## src/rtl/irq_agg_pkg.sv

```systemverilog
package irq_agg_pkg;
  localparam int STW       = 8;
  localparam int POS_TX    = 0;
  localparam int POS_PEER  = 1;
  localparam int POS_RECF  = 2;
  localparam int POS_NAK   = 3;
  localparam int POS_RXI   = 7;
  localparam int NSTICKY   = 3;
  localparam int IDX_RECF  = 0;
  localparam int IDX_NAK   = 1;
  localparam int IDX_PEER  = 2;

  localparam logic [STW-1:0] SRC_BITS =
    STW'((1 << POS_TX) | (1 << POS_PEER) | (1 << POS_RECF) |
         (1 << POS_NAK) | (1 << POS_RXI));

  function automatic logic [STW-1:0] keep_src(input logic [STW-1:0] v);
    return v & SRC_BITS;
  endfunction

  function automatic logic any_enabled(input logic [STW-1:0] st,
                                       input logic [STW-1:0] mk);
    return |(st & mk & SRC_BITS);
  endfunction
endpackage

```

## src/rtl/irq_mask_reg.sv

```systemverilog
module irq_mask_reg
  import irq_agg_pkg::*;
#(
  parameter int W = STW
) (
  input  logic         clk,
  input  logic         rst_n,
  input  logic         we,
  input  logic [W-1:0] wdata,
  output logic [W-1:0] mask_q
);
  logic [W-1:0] wr_val;
  assign wr_val = W'(keep_src(STW'(wdata)));

  always_ff @(posedge clk or negedge rst_n) begin
    if (!rst_n)  mask_q <= '0;
    else if (we) mask_q <= wr_val;
  end


  mask_load_chk: assert property (@(posedge clk) disable iff (!rst_n)
    we |=> mask_q == W'(keep_src(STW'($past(wdata)))));

  mask_hold_chk: assert property (@(posedge clk) disable iff (!rst_n)
    !we |=> $stable(mask_q));
endmodule

```

## src/rtl/irq_sticky_flags.sv

```systemverilog
module irq_sticky_flags #(
  parameter int N = 3
) (
  input  logic         clk,
  input  logic         rst_n,
  input  logic [N-1:0] set_p,
  input  logic [N-1:0] clr_p,
  output logic [N-1:0] flag_q
);
  for (genvar i = 0; i < N; i++) begin : g_flag
    always_ff @(posedge clk or negedge rst_n) begin
      if (!rst_n)        flag_q[i] <= 1'b0;
      else if (set_p[i]) flag_q[i] <= 1'b1;
      else if (clr_p[i]) flag_q[i] <= 1'b0;
    end


    set_wins_chk: assert property (@(posedge clk) disable iff (!rst_n)
      set_p[i] |=> flag_q[i]);

    clear_takes_chk: assert property (@(posedge clk) disable iff (!rst_n)
      (clr_p[i] && !set_p[i]) |=> !flag_q[i]);

    flag_hold_chk: assert property (@(posedge clk) disable iff (!rst_n)
      (!clr_p[i] && !set_p[i]) |=> $stable(flag_q[i]));
  end
endmodule

```

## src/rtl/irq_combiner.sv

```systemverilog
module irq_combiner
  import irq_agg_pkg::*;
(
  input  logic           clk,
  input  logic           rst_n,
  input  logic [STW-1:0] status,
  input  logic [STW-1:0] mask,
  output logic           irq_q
);
  logic pending;
  assign pending = any_enabled(status, mask);

  always_ff @(posedge clk or negedge rst_n) begin
    if (!rst_n) irq_q <= 1'b0;
    else        irq_q <= pending;
  end


  irq_rise_chk: assert property (@(posedge clk) disable iff (!rst_n)
    pending |=> irq_q);

  irq_drop_chk: assert property (@(posedge clk) disable iff (!rst_n)
    !pending |=> !irq_q);
endmodule

```

## src/rtl/irq_status_agg.sv

```systemverilog
module irq_status_agg
  import irq_agg_pkg::*;
(
  input  logic           clk,
  input  logic           rst_n,
  input  logic           tx_avail_i,
  input  logic           rx_inhib_i,
  input  logic           reconf_evt_i,
  input  logic           nak_evt_i,
  input  logic           peer_evt_i,
  input  logic           clr_flags_i,
  input  logic           por_clr_i,
  input  logic           peer_rd_i,
  input  logic           mask_we_i,
  input  logic [STW-1:0] mask_wdata_i,
  output logic [STW-1:0] mask_o,
  output logic [STW-1:0] status_o,
  output logic           irq_o
);
  logic [NSTICKY-1:0] ev_set, ev_clr, flags;

  always_comb begin
    ev_set = '0;
    ev_clr = '0;
    ev_set[IDX_RECF] = reconf_evt_i;
    ev_set[IDX_NAK]  = nak_evt_i;
    ev_set[IDX_PEER] = peer_evt_i;
    ev_clr[IDX_RECF] = clr_flags_i;
    ev_clr[IDX_NAK]  = por_clr_i;
    ev_clr[IDX_PEER] = peer_rd_i;
  end

  irq_sticky_flags #(.N(NSTICKY)) i_flags (
    .clk(clk), .rst_n(rst_n), .set_p(ev_set), .clr_p(ev_clr), .flag_q(flags)
  );

  irq_mask_reg #(.W(STW)) i_mask (
    .clk(clk), .rst_n(rst_n), .we(mask_we_i), .wdata(mask_wdata_i),
    .mask_q(mask_o)
  );

  always_comb begin
    status_o           = '0;
    status_o[POS_TX]   = tx_avail_i;
    status_o[POS_RXI]  = rx_inhib_i;
    status_o[POS_RECF] = flags[IDX_RECF];
    status_o[POS_NAK]  = flags[IDX_NAK];
    status_o[POS_PEER] = flags[IDX_PEER];
  end

  irq_combiner i_comb (
    .clk(clk), .rst_n(rst_n), .status(status_o), .mask(mask_o), .irq_q(irq_o)
  );


  status_spare_chk: assert property (@(posedge clk) disable iff (!rst_n)
    (status_o & ~SRC_BITS) == '0);

  mask_spare_chk: assert property (@(posedge clk) disable iff (!rst_n)
    (mask_o & ~SRC_BITS) == '0);
endmodule

```

## config.mk

```make
export PLATFORM = sky130hd
export DESIGN_NAME = irq_status_agg
export DESIGN_NICKNAME = d
export VERILOG_FILES = /design/src/rtl/irq_agg_pkg.sv /design/src/rtl/irq_mask_reg.sv /design/src/rtl/irq_sticky_flags.sv /design/src/rtl/irq_combiner.sv /design/src/rtl/irq_status_agg.sv
export SDC_FILE = /design/constraint.sdc
export NUM_CORES = 1
export LEC_CHECK = 0
export BUFFER_PORTS_ARGS = -buffer_cell sky130_fd_sc_hd__buf_2
export CELL_PAD_IN_SITES_DETAIL_PLACEMENT = 1
export CELL_PAD_IN_SITES_GLOBAL_PLACEMENT = 1
export CORE_UTILIZATION = 24
export DETAILED_ROUTE_END_ITERATION = 12
export GPL_ROUTABILITY_DRIVEN = 0
export HOLD_SLACK_MARGIN = 0.06
export PLACE_DENSITY = 0.85
export SYNTH_ARGS = -nofsm -noshare
export SYNTH_HDL_FRONTEND = slang
export SYNTH_SLANG_ARGS = --single-unit
```

## constraint.sdc

```tcl
create_clock -name clk -period 1.2 [get_ports clk]
set_input_delay 0.06 -clock clk [delete_from_list [all_inputs] [get_ports clk]]
set_output_delay 0.06 -clock clk [all_outputs]
set_load 0.01 [all_outputs]
```

==> reports/results.ini, run 1 <==
[run_status]
status=complete, no violations

[placement]
post-place-ws_ns=0.260
placed_cells=71
hpwlAfterDp_um=758
portBuffers=26

[worst_setup_path]
start_kind=flip-flop
slowest_delay_ns=0.40
critPathBufInv=0
r2r_end=i_comb.irq_q
reg2reg_slack_ns=0.23
required_ns=1.35
slowest_stage=dfrtp_1
cp_cell_sequence=a222oi_1 > nand2_1
cp_max_fo=3
r2r_start=i_flags.flag_q[1]
path_class=flip-flop to flip-flop
worstSetupEndpointType=flip-flop
ff2ff_path_depth=2
crit_arrival_ns=1.12
critPathTopFamily=flip-flops

[global_routing]
track_usage_pct=14.2
grt_overflow_total=0
grt_pass1_wl_um=1690
grt_max_degree=10
antenna_found_initial=0
grt_pass1_vias=368

[sta]
setup_viol=0
finClkSkew_ns=0.00603
finalCriticalPeriod_ns=0.972
fin_setup_tns_ns=0
finalCritPeriodShare_pct=81.0
worst_slack_ns=0.228
rsz0062_at_grt=false
final_hold_viol_count=0
finalMaxSlewViolations=0
max_freq_mhz=1030

[detailed_routing]
drt-initial-drc-count=2
via_count=357
routedWlPerCell_um=12.7
remaining_drc_errors=0
via_per_inst=4.15
ant_nets=0
routed_wl_um=1090
firstDrtPassIters=4

[cts]
cts.path.max_buffers=2
cts_tree=built
cts-buffers-inserted=3
clock-sinks=9
clk_latency_ns=0.27
htreeDepth=1
clk_pin_slew_ns=0.06
cts_setup_buffers=0
cts_root_buf=clkbuf_4

[finish]
drive_gt1_share_pct=50.0
fin_nets=90
final_cell_mix=26 x buf_2, 11 x dlygate4sd3_1, 9 x dfrtp_1, 6 x conb_1, 5 x mux2_2
num_antenna_cells=0
finalNonFillerCells=86
area_delta_synth_final_pct=61.1
mostFrequentLayoutCell=buf_2

[floorplanning]
die-area_sq_um=1840
core-area_sq_um=1540
rows=14
start_util_pct=26.1
die_width_um=42.9
die_y_um=42.9
io-pin-count=36

[synthesis]
synth_seq_cells=9
ys_types=10
avgSynthCellArea_sq_um=12.6
synthesis.area_sq_um=402
synthCells=32
yosysSeqAreaShare_pct=56.1
yosysWarnings=0

[worst_hold_path]
hold_path_depth=3
min_path_type=primary input to flip-flop
min_from=por_clr_i
hold-path-endpoint=i_flags.flag_q[1]

[flow_run]
maxCapViolCount=0

[pwr]
ir_worst_vdd_mv=0.335
p_leak_nw=0.338
power_density_nw_per_um2=1160

## tightest hold or removal path: cells and delay by family
family	cells	cell delay, ns
buf+inv	2	0.13
compound gates	1	0.11
## how the worst max path moves through the flow
stage	slack (ns)	from	endpoint	cells past startpoint
4_1_cts	0.23	i_flags.flag_q[1]	i_comb.irq_q	2
3_5_place_dp	0.26	i_flags.flag_q[1]	i_comb.irq_q	2
2_1_floorplan	0.28	i_flags.flag_q[1]	i_comb.irq_q	2
5_1_grt	0.18	i_flags.flag_q[1]	i_comb.irq_q	2
6_report	0.23	i_flags.flag_q[1]	i_comb.irq_q	2
3_3_place_gp	0.27	i_flags.flag_q[1]	i_comb.irq_q	2
## sequential cells by signal, summed over array words and instances, names as in the netlist
register / cells
i_mask.mask_q: 5
i_comb.irq_q: 1
i_flags.flag_q: 3
## logic make-up (layout without fill, tap and decap cells)
logic type             after synthesis  in the layout  synth area share [%]
AND/OR/NAND/NOR                      1              1                 0.934
other                                1              6                 0.934
buffers and inverters               11             44                  17.8
multiplexers                         5              5                  14.0
flip-flops                           9              9                  56.1
AO/OA/AOI/OAI                        5              5                  10.3
## report_power, final
group	internal (mW)	switching, mW
logic	0.0866	0.0672
registers	0.331	0.0194
clock network	0.129	0.115
total	0.546	0.202
## area by class of cell
cell class	count	area, sq um
tap	16	20.0
multi-input combinational	17	124
inverter	3	11.3
fill	182	895
timing repair buffer	37	240
sequential	9	225
clock buffer	4	26.3
## synth_stat cells, drive strengths merged
cell | n | share of area (%)
a222oi | 1 | 2.5
nand2 | 1 | 0.93
dfrtp | 9 | 56
mux2 | 5 | 14
buf | 8 | 15
a22oi | 1 | 1.9
a21o | 3 | 5.9
conb | 1 | 0.93
inv | 3 | 2.8
## routing by layer
layer	part of all wire, %	GRT usage (%)	vias to the layer above
met5	0	0	-
met4	3.8	13.1	0
met3	7.3	6.38	5
met2	54	23.6	19
met1	35	12.4	166
li1	-	-	167
## per-stage QoR
stage	power [mW]	cell area [sq um]	hold slack [ns]	util, %
5_1_grt	0.791	647	0.0610	42.0
3_5_place_dp	0.483	510	-0.0750	33.1
3_3_place_gp	0.476	510	-0.0818	33.1
6_report	0.748	647	0.0615	42.0
2_1_floorplan	0.430	420	-0.236	-
4_1_cts	0.756	647	0.0618	42.0
## repair_timing
action | CTS | global route
endpoints found under the hold margin | 18 | 0
hold buffers | 11 | 0
gates resized for setup | 0 | 0
Note: power is estimated with default switching activity, not from simulation.
==> inputs of run 2 (changes only) <==
--- a/config.mk
+++ b/config.mk
@@ -8,11 +8,12 @@
 export BUFFER_PORTS_ARGS = -buffer_cell sky130_fd_sc_hd__buf_2
 export CELL_PAD_IN_SITES_DETAIL_PLACEMENT = 1
 export CELL_PAD_IN_SITES_GLOBAL_PLACEMENT = 1
-export CORE_UTILIZATION = 24
+export CORE_ASPECT_RATIO = 1.4
+export CORE_UTILIZATION = 22
 export DETAILED_ROUTE_END_ITERATION = 12
 export GPL_ROUTABILITY_DRIVEN = 0
 export HOLD_SLACK_MARGIN = 0.06
-export PLACE_DENSITY = 0.85
+export PLACE_DENSITY = 0.83
 export SYNTH_ARGS = -nofsm -noshare
 export SYNTH_HDL_FRONTEND = slang
 export SYNTH_SLANG_ARGS = --single-unit
==> constraint.sdc (replaced) <==
create_clock -name clk -period 0.85 [get_ports clk]
set_input_delay 0.0425 -clock clk [delete_from_list [all_inputs] [get_ports clk]]
set_output_delay 0.0425 -clock clk [all_outputs]
set_load 0.01 [all_outputs]
==> run 2 against run 1 <==
Against the previous run: the run now ends with setup timing left; clock power is 37% higher; first-iteration DRC count grew to 4.0 times the previous value; critical path depth stayed put; clock skew is 0.0052 ns lower; sequential power is 41% higher; largest power group unchanged; highest routed layer unchanged.
==> reports/results.ini, run 2 (same netlist as run 1, synthesis figures left out) <==
[run_status]
status=complete, but fails checks
violations=setup timing

[worst_setup_path]
slowest_stage=dfrtp_1
path_common_cell=buf_6
crit_arrival_ns=0.90  ; -0.22 ns
start_kind=flip-flop
cp_max_fo=2  ; -1
required_ns=0.81  ; -0.54 ns
cp_cell_sequence=buf_6 > buf_6
worstSetupEndpointType=primary output
path_class=flip-flop to primary output
slowest_delay_ns=0.40  ; about the same

[sta]
finalMaxSlewViolations=0  ; unchanged
setup_viol=9  ; +9
fin_setup_tns_ns=-0.475  ; -0.475 ns
final_hold_viol_count=0  ; unchanged
finalCriticalPeriod_ns=0.941
finalCritPeriodShare_pct=111
rsz0062_at_grt=true
finClkSkew_ns=0.000805  ; -0.00523 ns
timing.hold.ws_ns=0.0170  ; -0.0445 ns
worst_slack_ns=-0.0911  ; -0.319 ns
max_freq_mhz=1060

[detailed_routing]
remaining_drc_errors=0  ; unchanged
ant_nets=0  ; unchanged
via_per_inst=4.06  ; -2.1%
firstDrtPassIters=4  ; unchanged
routedWlPerCell_um=11.6  ; -8.7%
drt-initial-drc-count=8  ; +6
via_count=382  ; +7.0%
routed_wl_um=1090  ; -0.18%

[finish]
fin_nets=95  ; +5.6%
drive_gt1_share_pct=53.3  ; +3.3 points
num_antenna_cells=0  ; unchanged
area_delta_synth_final_pct=82.2
final_util_pct=44.7  ; +2.7 points
final_cell_mix=22 x buf_2, 11 x dlygate4sd3_1, 9 x dfrtp_1, 9 x buf_6, 6 x conb_1
largest_register_ff_count=5  ; unchanged
reg_top3=i_mask.mask_q (5), i_flags.flag_q (3), i_comb.irq_q (1)
regMostFlops=i_mask.mask_q
mostFrequentLayoutCell=buf_2

[floorplanning]
rows=17  ; +3
start_util_pct=24.5  ; -1.5 points
core-area_sq_um=1640  ; +6.2%
die-area_sq_um=2000  ; +8.8%
die_width_um=38.1  ; -11%
die_y_um=52.6  ; +22%
io-pin-count=36  ; unchanged

[pwr]
power_density_nw_per_um2=1520  ; +31%
p_leak_nw=0.378  ; +12%
total_power_mw=1.11  ; +49%
ir_worst_vdd_mv=0.728  ; +120%

[global_routing]
grt_overflow_total=0  ; unchanged
track_usage_pct=13.1  ; -1.1 points
antenna_found_initial=0  ; unchanged
grt_pass1_vias=399  ; +8.4%
grt_max_degree=10  ; unchanged
grt_pass1_wl_um=1720  ; +1.7%

[cts]
cts.path.max_buffers=2  ; unchanged
clk_latency_ns=0.26  ; about the same
clock-sinks=9  ; unchanged
cts_root_buf=clkbuf_4
cts-buffers-inserted=3  ; unchanged
clk_pin_slew_ns=0.06  ; about the same
postCtsHoldBufs=11  ; unchanged
cts_tree=built
htreeDepth=1  ; unchanged

[flow_run]
maxCapViolCount=0  ; unchanged

[placement]
hpwlAfterDp_um=759  ; about the same
post-place-ws_ns=-0.0714  ; -0.331 ns
portBuffers=26  ; unchanged

[worst_hold_path]
min_path_type=primary input to flip-flop

run 2: cell types whose count changed in the layout (fill, tap and decap cells not counted):
cell | before | now
buf_6 | 0 | 9
buf_2 | 26 | 22
run 2: power breakdown:
part           internal [mW]  switching (mW)
sequential             0.467          0.0274
clock                  0.181           0.154
combinational          0.175           0.107
total                  0.823           0.288
run 2: cell type report:
cell class / instances / area [sq um]
Inverter: 3 / 11.3
Clock buffer: 4 / 26.3
Timing Repair Buffer: 42 / 322
Multi-Input combinational cell: 17 / 124
Tap cell: 19 / 23.8
Sequential cell: 9 / 225
Fill cell: 193 / 906
run 2: final timing paths:
kind	depth (start not counted)	endpoint	slack [ns]	start
max	2	status_o[3]	-0.09	i_flags.flag_q[1]
min in group asynchronous	2	i_mask.mask_q[0]	0.18	rst_n
min reg2reg	1	i_flags.flag_q[0]	0.50	i_flags.flag_q[0]
min	3	i_comb.irq_q	0.02	tx_avail_i
max in group asynchronous	2	i_flags.flag_q[2]	0.49	rst_n
max reg2reg	2	i_comb.irq_q	-0.08	i_mask.mask_q[3]
run 2: per-stage QoR:
stage,cells,instance area [sq um]
6_report,94,732
5_1_grt,94,732
4_1_cts,94,728
3_5_place_dp,78,544
3_3_place_gp,78,544
2_1_floorplan,37,420
run 2: what timing repair did:
action	in CTS	in global routing
buffers inserted	1	0
pin swaps	2	2
gates resized for setup	8	1
endpoints found under the hold margin	18	1
endpoints found under the setup margin	9	12
run 2: layer usage:
layer	up-vias	global-route usage, %	wire length, um
met5	-	0	0
met4	0	7.14	7
met3	2	3.83	66
met2	23	24.6	610
met1	177	11.8	406
li1	180	-	-
run 2: critical path, delay by kind of cell, from the launching register on:
family / cells / cell delay, ns
buffers and inverters: 2 / 0.24
DFF: 1 / 0.40
